$ cat config.mk
export PLATFORM = sky130hd
export DESIGN_NAME = adc_scan_seq
export DESIGN_NICKNAME = d
export VERILOG_FILES = /design/src/rtl/adc_seq_pkg.sv /design/src/rtl/adc_clk_div.sv /design/src/rtl/adc_chan_pick.sv /design/src/rtl/adc_conv_core.sv /design/src/rtl/adc_result_bank.sv /design/src/rtl/adc_scan_seq.sv
export SDC_FILE = /design/constraint.sdc
export NUM_CORES = 1
export LEC_CHECK = 0
export ABC_AREA = 0
export BUFFER_PORTS_ARGS = -buffer_cell sky130_fd_sc_hd__buf_2
export CORE_MARGIN = 5
export CORE_UTILIZATION = 52
export DETAILED_ROUTE_END_ITERATION = 16
export HOLD_SLACK_MARGIN = 0.15
export PLACE_DENSITY = 0.81
export SLEW_MARGIN = 10
export SYNTH_ARGS = -nofsm -noshare
export SYNTH_HDL_FRONTEND = slang
export SYNTH_SLANG_ARGS = --single-unit
$ cat constraint.sdc
create_clock -name clk -period 3 [get_ports clk]
set_clock_uncertainty 0.1 [all_clocks]
set_input_delay 0.15 -clock clk [delete_from_list [all_inputs] [get_ports clk]]
set_output_delay 0.15 -clock clk [all_outputs]
set_load 0.02 [all_outputs]
$ cat src/rtl/adc_seq_pkg.sv
package adc_seq_pkg;

   typedef enum logic {
      ST_IDLE = 1'b0,
      ST_CONV = 1'b1
   } conv_st_e;

   // converter clocks per conversion for a sample width and resolution code
   function automatic int unsigned conv_clocks(input int unsigned sw,
                                               input int unsigned code);
      return sw + 1 - code;
   endfunction

   // bits kept in the result for a sample width and resolution code
   function automatic int unsigned conv_bits(input int unsigned sw,
                                             input int unsigned code);
      return sw - code;
   endfunction

endpackage

$ cat src/rtl/adc_clk_div.sv
module adc_clk_div #(
   parameter int DIVW = 8
) (
   input  logic            clk,
   input  logic            rst_n,
   input  logic [DIVW-1:0] div,
   output logic            tick
);
   logic [DIVW-1:0] cnt;

   assign tick = (cnt >= div);

   always_ff @(posedge clk or negedge rst_n) begin
      if (!rst_n)     cnt <= '0;
      else if (tick)  cnt <= '0;
      else            cnt <= cnt + 1'b1;
   end

   // with a non-zero, steady divider a tick is never followed by another
   a_r2_tick_spacing: assert property (@(posedge clk) disable iff (!rst_n)
      (tick && div != '0 && $stable(div)) |=> !tick);

endmodule

$ cat src/rtl/adc_chan_pick.sv
module adc_chan_pick #(
   parameter int NCH = 8,
   localparam int CHW = $clog2(NCH)
) (
   input  logic [NCH-1:0] mask,
   input  logic [CHW-1:0] prev,
   input  logic           first,
   output logic [CHW-1:0] pick
);
   logic [NCH-1:0] eff;
   logic [CHW-1:0] lo;
   logic [CHW-1:0] nxt;
   logic           got_lo;
   logic           got_nxt;

   always_comb begin
      eff     = (mask == '0) ? NCH'(1) : mask;
      lo      = '0;
      got_lo  = 1'b0;
      for (int i = 0; i < NCH; i++) begin
         if (eff[i] && !got_lo) begin
            lo     = CHW'(i);
            got_lo = 1'b1;
         end
      end
      nxt     = lo;
      got_nxt = 1'b0;
      for (int i = 0; i < NCH; i++) begin
         if (eff[i] && !got_nxt && i > int'(prev)) begin
            nxt     = CHW'(i);
            got_nxt = 1'b1;
         end
      end
      pick = first ? lo : nxt;
   end

   // an empty mask can only yield channel 0
   a_r7_empty_mask: assert final (mask != '0 || pick == '0);

endmodule

$ cat src/rtl/adc_conv_core.sv
module adc_conv_core
   import adc_seq_pkg::*;
#(
   parameter int NCH  = 8,
   parameter int SW   = 10,
   parameter int RESW = 3,
   parameter int STW  = 3,
   localparam int CHW = $clog2(NCH),
   localparam int LW  = $clog2(SW + 2)
) (
   input  logic            clk,
   input  logic            rst_n,
   input  logic            tick,
   input  logic            burst,
   input  logic [RESW-1:0] res,
   input  logic [STW-1:0]  start,
   input  logic [NCH*SW-1:0] ain,
   input  logic [CHW-1:0]  pick,
   output logic            busy,
   output logic [CHW-1:0]  cur_chan,
   output logic            res_valid,
   output logic [SW-1:0]   res_data,
   output logic [CHW-1:0]  res_chan
);
   localparam logic [STW-1:0] GO_CODE = STW'(1);

   conv_st_e        st;
   logic [STW-1:0]  start_q;
   logic [LW-1:0]   left;
   logic [RESW-1:0] res_q;
   logic [SW-1:0]   held;
   logic            sw_go;
   logic            burst_go;
   logic            done_now;
   logic            launch;

   assign busy     = (st == ST_CONV);
   assign sw_go    = !burst && start == GO_CODE && start_q != GO_CODE;
   assign burst_go = burst && start == '0;
   assign done_now = busy && tick && left == LW'(1);
   assign launch   = (!busy && (burst_go || sw_go)) || (done_now && burst_go);

   always_ff @(posedge clk or negedge rst_n) begin
      if (!rst_n) begin
         st        <= ST_IDLE;
         start_q   <= '0;
         left      <= '0;
         res_q     <= '0;
         held      <= '0;
         cur_chan  <= '0;
         res_valid <= 1'b0;
         res_data  <= '0;
         res_chan  <= '0;
      end else begin
         start_q   <= start;
         res_valid <= done_now;
         if (done_now) begin
            res_data <= held >> res_q;
            res_chan <= cur_chan;
         end
         if (launch) begin
            st       <= ST_CONV;
            cur_chan <= pick;
            left     <= LW'(conv_clocks(SW, int'(res)));
            res_q    <= res;
            held     <= ain[int'(pick)*SW +: SW];
         end else if (done_now) begin
            st <= ST_IDLE;
         end else if (busy && tick) begin
            left <= left - 1'b1;
         end
      end
   end

   // bits above the kept width are zero in a presented result
   a_r5_lsb_align: assert property (@(posedge clk) disable iff (!rst_n)
      done_now |=> ((res_data >> conv_bits(SW, int'($past(res_q)))) == '0));

   // a burst with a non-zero start code never leaves idle
   a_r8_start_block: assert property (@(posedge clk) disable iff (!rst_n)
      (!busy && burst && start != '0) |=> !busy);

   // once burst is off, a finishing conversion leaves the block idle
   a_r9_stop_drain: assert property (@(posedge clk) disable iff (!rst_n)
      (done_now && !burst) |=> !busy);

   // the channel stays put for the whole conversion
   a_r10_chan_hold: assert property (@(posedge clk) disable iff (!rst_n)
      (busy && !done_now) |=> (busy && $stable(cur_chan)));

   // the remaining-clock count never exceeds the longest conversion
   a_r4_len_bound: assert property (@(posedge clk) disable iff (!rst_n)
      busy |-> (int'(left) >= 1 && int'(left) <= SW + 1));

endmodule

$ cat src/rtl/adc_result_bank.sv
module adc_result_bank #(
   parameter int NCH = 8,
   localparam int CHW = $clog2(NCH)
) (
   input  logic           clk,
   input  logic           rst_n,
   input  logic           valid,
   input  logic [CHW-1:0] chan,
   input  logic [NCH-1:0] clr,
   output logic [NCH-1:0] done,
   output logic [NCH-1:0] ovr
);
   for (genvar c = 0; c < NCH; c++) begin : g_slot
      logic hit;
      assign hit = valid && (chan == CHW'(c));

      always_ff @(posedge clk or negedge rst_n) begin
         if (!rst_n) begin
            done[c] <= 1'b0;
            ovr[c]  <= 1'b0;
         end else if (hit) begin
            done[c] <= 1'b1;
            ovr[c]  <= clr[c] ? 1'b0 : (ovr[c] | done[c]);
         end else if (clr[c]) begin
            done[c] <= 1'b0;
            ovr[c]  <= 1'b0;
         end
      end

      // a result landing on an unread slot raises overrun
      a_r11_overrun: assert property (@(posedge clk) disable iff (!rst_n)
         (hit && done[c] && !clr[c]) |=> ovr[c]);

      // overrun is only ever present alongside done
      a_r11_ovr_implies_done: assert property (@(posedge clk) disable iff (!rst_n)
         ovr[c] |-> done[c]);
   end

endmodule

$ cat src/rtl/adc_scan_seq.sv
module adc_scan_seq #(
   parameter int NCH  = 8,
   parameter int SW   = 10,
   parameter int DIVW = 8,
   parameter int RESW = 3,
   parameter int STW  = 3,
   localparam int CHW = $clog2(NCH)
) (
   input  logic              clk,
   input  logic              rst_n,
   input  logic [NCH-1:0]    ctrl_mask,
   input  logic [DIVW-1:0]   ctrl_div,
   input  logic              ctrl_burst,
   input  logic [RESW-1:0]   ctrl_res,
   input  logic [STW-1:0]    ctrl_start,
   input  logic [NCH*SW-1:0] ain,
   input  logic [NCH-1:0]    rd_clr,
   output logic              conv_tick,
   output logic              busy,
   output logic [CHW-1:0]    cur_chan,
   output logic              res_valid,
   output logic [SW-1:0]     res_data,
   output logic [CHW-1:0]    res_chan,
   output logic [NCH-1:0]    done_flags,
   output logic [NCH-1:0]    ovr_flags
);
   if (NCH < 2)            $error("NCH must be at least 2");
   if (SW < (1 << RESW))   $error("SW too small for every resolution code");
   if (DIVW < 1)           $error("DIVW must be at least 1");
   if (STW < 1)            $error("STW must be at least 1");

   logic [CHW-1:0] pick;

   adc_clk_div #(.DIVW(DIVW)) u_div (
      .clk  (clk),
      .rst_n(rst_n),
      .div  (ctrl_div),
      .tick (conv_tick)
   );

   adc_chan_pick #(.NCH(NCH)) u_pick (
      .mask (ctrl_mask),
      .prev (cur_chan),
      .first(!busy),
      .pick (pick)
   );

   adc_conv_core #(.NCH(NCH), .SW(SW), .RESW(RESW), .STW(STW)) u_core (
      .clk      (clk),
      .rst_n    (rst_n),
      .tick     (conv_tick),
      .burst    (ctrl_burst),
      .res      (ctrl_res),
      .start    (ctrl_start),
      .ain      (ain),
      .pick     (pick),
      .busy     (busy),
      .cur_chan (cur_chan),
      .res_valid(res_valid),
      .res_data (res_data),
      .res_chan (res_chan)
   );

   adc_result_bank #(.NCH(NCH)) u_bank (
      .clk  (clk),
      .rst_n(rst_n),
      .valid(res_valid),
      .chan (res_chan),
      .clr  (rd_clr),
      .done (done_flags),
      .ovr  (ovr_flags)
   );

   // nothing is presented or flagged in the cycle after reset
   a_r1_quiet_reset: assert property (@(posedge clk)
      $rose(rst_n) |-> (!res_valid && done_flags == '0 && ovr_flags == '0));

endmodule

==> metrics <==
initial antenna violation count 0; setup bufs post-CTS 0; dpl ws -0.0338 ns; WP depth 9; DR vias 4,812; min cycle time layout 2.92 ns; row cnt 34; WS Path Type flip-flop to flip-flop; Post-Synthesis Cells 541; Worst Path Buf+Inv 1; CP Data Required Time 3.11 ns; crit path capture type flip-flop; Worst Hold Class input pin to flip-flop; Die Area 10,800 um2; Slew headroom 0.480; Post-synth ARST share 1.00; Synth area leaders dfrtp_1, mux2i_1, nor2_1, nand2_1, ha_1; r2r startpoint u_core.cur_chan[0]; Port Buf Inserts 147; TritonCTS Buffers 9; critical path, cell by cell and2b_1 -> o21bai_1 -> a32oi_4 -> nor3_1 -> o311a_1 -> buf_12 -> nand4b_1 -> a211oi_1 -> nor3_1; Detailed Route Iter0 Violations 267; vias in the first global route 4,728; final setup fails 0; Setup WS post-layout 0.0789 ns; Setup TNS Final 0 ns; DR vias/cell 5.95; #FFs+latches synth 62; Total Routing Usage GR 0.239; cell family with the largest share of critical-path delay compound AO/OA/AOI/OAI gates; Fin. Hold Viols 0; post-synth top area cell dfrtp_1; average wire per standard cell 16.5 um; n_diodes 0; Worst Path Max Fanout 38; Syn Nets 665; YS warnings 0; fraction of layout cells with a size suffix above 1 0.307; outcome completed; Synth Area per Inst 8.51 um2; final antenna-violating net count 0; Pleak 0.00287 uW; slowest cell delay on critical path 0.49 ns; Yosys top cell area share 0.337; CTS H-tree depth 3; Max Freq 0.342 GHz; Die Y-Extent 104 um; Post-synth EDFFs 0; power density over the cells 924 nW/um2; HPWL after detailed placement 9760 um; Reg clk slew, reported paths 0.07 ns; Hold Path Depth 4; number of distinct library cells after synthesis 61; Ports 148; Setup crit start u_core.cur_chan[0]; drt total wl 13,400 um; max_cap viols 0; Tot Pwr 5480 uW; hold slack final 0.186 ns; worst reg-to-reg path cell count 9; CTS tree yes; GPL Wtd Cong 0.875; core area 8680 um2; # nets final 820; Synth-to-Final Area Change 28.8%; DR pass1 iterations 5; Slowest cell on crit path dfrtp_1; critical path's most frequent cell nor3_1; CP arrival 3.03 ns; Tcrit/Tclk final 0.974; largest net degree at the start of global routing 52; CTS sink cnt 62; Worst IR Drop VDD 0.000484 V; Worst-Margin Slew 0.779 ns; Seq/Total Area, Yosys 0.337; grt total ovfl 0; CTS Buffer Depth 2; hold path start ain[41]; reg-to-reg slack, setup 0.08 ns; Clock Root Buffer clkbuf_8; DRC viols 0; CP Launch Type flip-flop; Synth Flop Type dfrtp_1; Clock Latency Late Sink 0.34 ns; effective utilization at floorplan 0.530; die width 104 um; Slew Limit Fails 0; first-pass GRT wire length 22,200 um; Cell Area, Synth 4600 um2
[per-stage QoR]
stage               std cells  cell area (um2)  utilization
finish                    809             5930        0.683
global route              809             5930        0.683
CTS                       808             5860        0.675
detailed placement        775             5460        0.629
global placement          775             5460        0.629
floorplan                 541             4600            -
[cell usage in the layout, fill, tap and decap left out, types with 6 or more instances in the layout]
cell           Yosys  final
buf_4              6     13
nor2_1            61     60
o22ai_1           11     11
nand4b_1           7      7
a22o_1            15     15
nand2b_1           8      8
dlygate4sd3_1      0     17
nand2_1           54     54
and2_1            13     13
nand3_1           24     24
nor3_1            17     17
mux2i_1           30     30
dfrtp_1           62     62
nand4_1            9      9
a211oi_1           8      8
clkbuf_8           0      9
inv_1             23     23
buf_2              9    146
o21ai_0           24     24
mux2_2            12     12
a221oi_1          10     10
a21oi_1           19     18
xor2_1             7      7
a22oi_1            7      6
ha_1              11     11
[cell usage after synthesis (2+ instances only)]
cell type / n
nor2_1: 61
buf_4: 6
nor2b_1: 5
xor2_1: 7
nand3_1: 24
a21boi_0: 3
a211o_1: 5
o22ai_1: 11
a31oi_1: 4
nand2b_1: 8
a211oi_1: 8
inv_1: 23
o31ai_1: 3
o21ai_0: 24
a21o_1: 4
nand4_1: 9
buf_2: 9
a2111oi_2: 5
a22o_1: 15
or2_1: 2
and2_1: 13
dfrtp_1: 62
o21ai_1: 2
nor4_1: 5
a22oi_1: 7
and3_1: 3
o41ai_1: 2
a221oi_1: 10
mux2i_1: 30
nor3_1: 17
mux2_2: 12
ha_1: 11
a21oi_1: 19
nand4b_1: 7
a211oi_2: 5
xnor2_1: 2
clkbuf_1: 20
o21bai_1: 2
nand2_1: 54
[sequential cells by signal, summed over array words and instances (netlist names)]
register	flops
u_core.cur_chan	3
u_core.res_valid	1
u_core.held	10
u_core.left	4
u_core.res_q	3
u_core.busy	1
u_bank.done	8
u_core.res_chan	3
u_div.cnt	8
u_bank.ovr	8
u_core.start_q	3
u_core.res_data	10
[path summary, 6_finish.rpt]
check,end
worst max-delay path,u_core.held[2]
worst min-delay path,u_core.held[1]
worst max register to register,u_core.held[2]
max in group asynchronous,u_bank.done[0]
worst min register to register,u_core.res_data[2]
min in group asynchronous,u_div.cnt[4]
[tightest hold or removal path, cell delays in order]
cell       delay (ns)
buf_2            0.09
a211o_1          0.14
a2111oi_2        0.06
nor3_1           0.12
[power by group]
part           switching (uW)  internal, uW  total, uW
Combinational            1830          1400       3230
Sequential                345          1090       1430
Clock                     344           470        814
[cells by family (layout without fill, tap and decap cells)]
family | Yosys count | after routing | synth area share
fa+ha+maj | 11 | 11 | 0.0299
compound gates | 143 | 144 | 0.240
mux | 42 | 42 | 0.0946
flops | 62 | 62 | 0.337
buf+inv | 60 | 219 | 0.0579
simple gates | 214 | 214 | 0.223
xor+xnor | 9 | 9 | 0.0171
[timing repair]
item	CTS	global route
gates resized for setup	2	7
cloned	0	1
setup endpoints to repair	2	10
endpoints found under the hold margin	78	0
hold buffers	17	0
pin swaps	0	1
[layer usage]
layer / up-vias / track usage / routed length, um
met5: - / 0 / 0
li1: 2305 / - / -
met3: 30 / 0.0608 / 1100
met1: 2216 / 0.309 / 5470
met4: 0 / 0.0555 / 256
met2: 261 / 0.402 / 6550
[cell type report]
cell class / count / area [um2]
multi-input combinational: 420 / 2870
fill: 693 / 2750
sequential: 62 / 1550
timing repair buffer: 179 / 1060
tap: 108 / 135
clock buffer: 9 / 124
clock inverter: 7 / 97.6
inverter: 24 / 90.1
(Power assumes the default switching activity.)
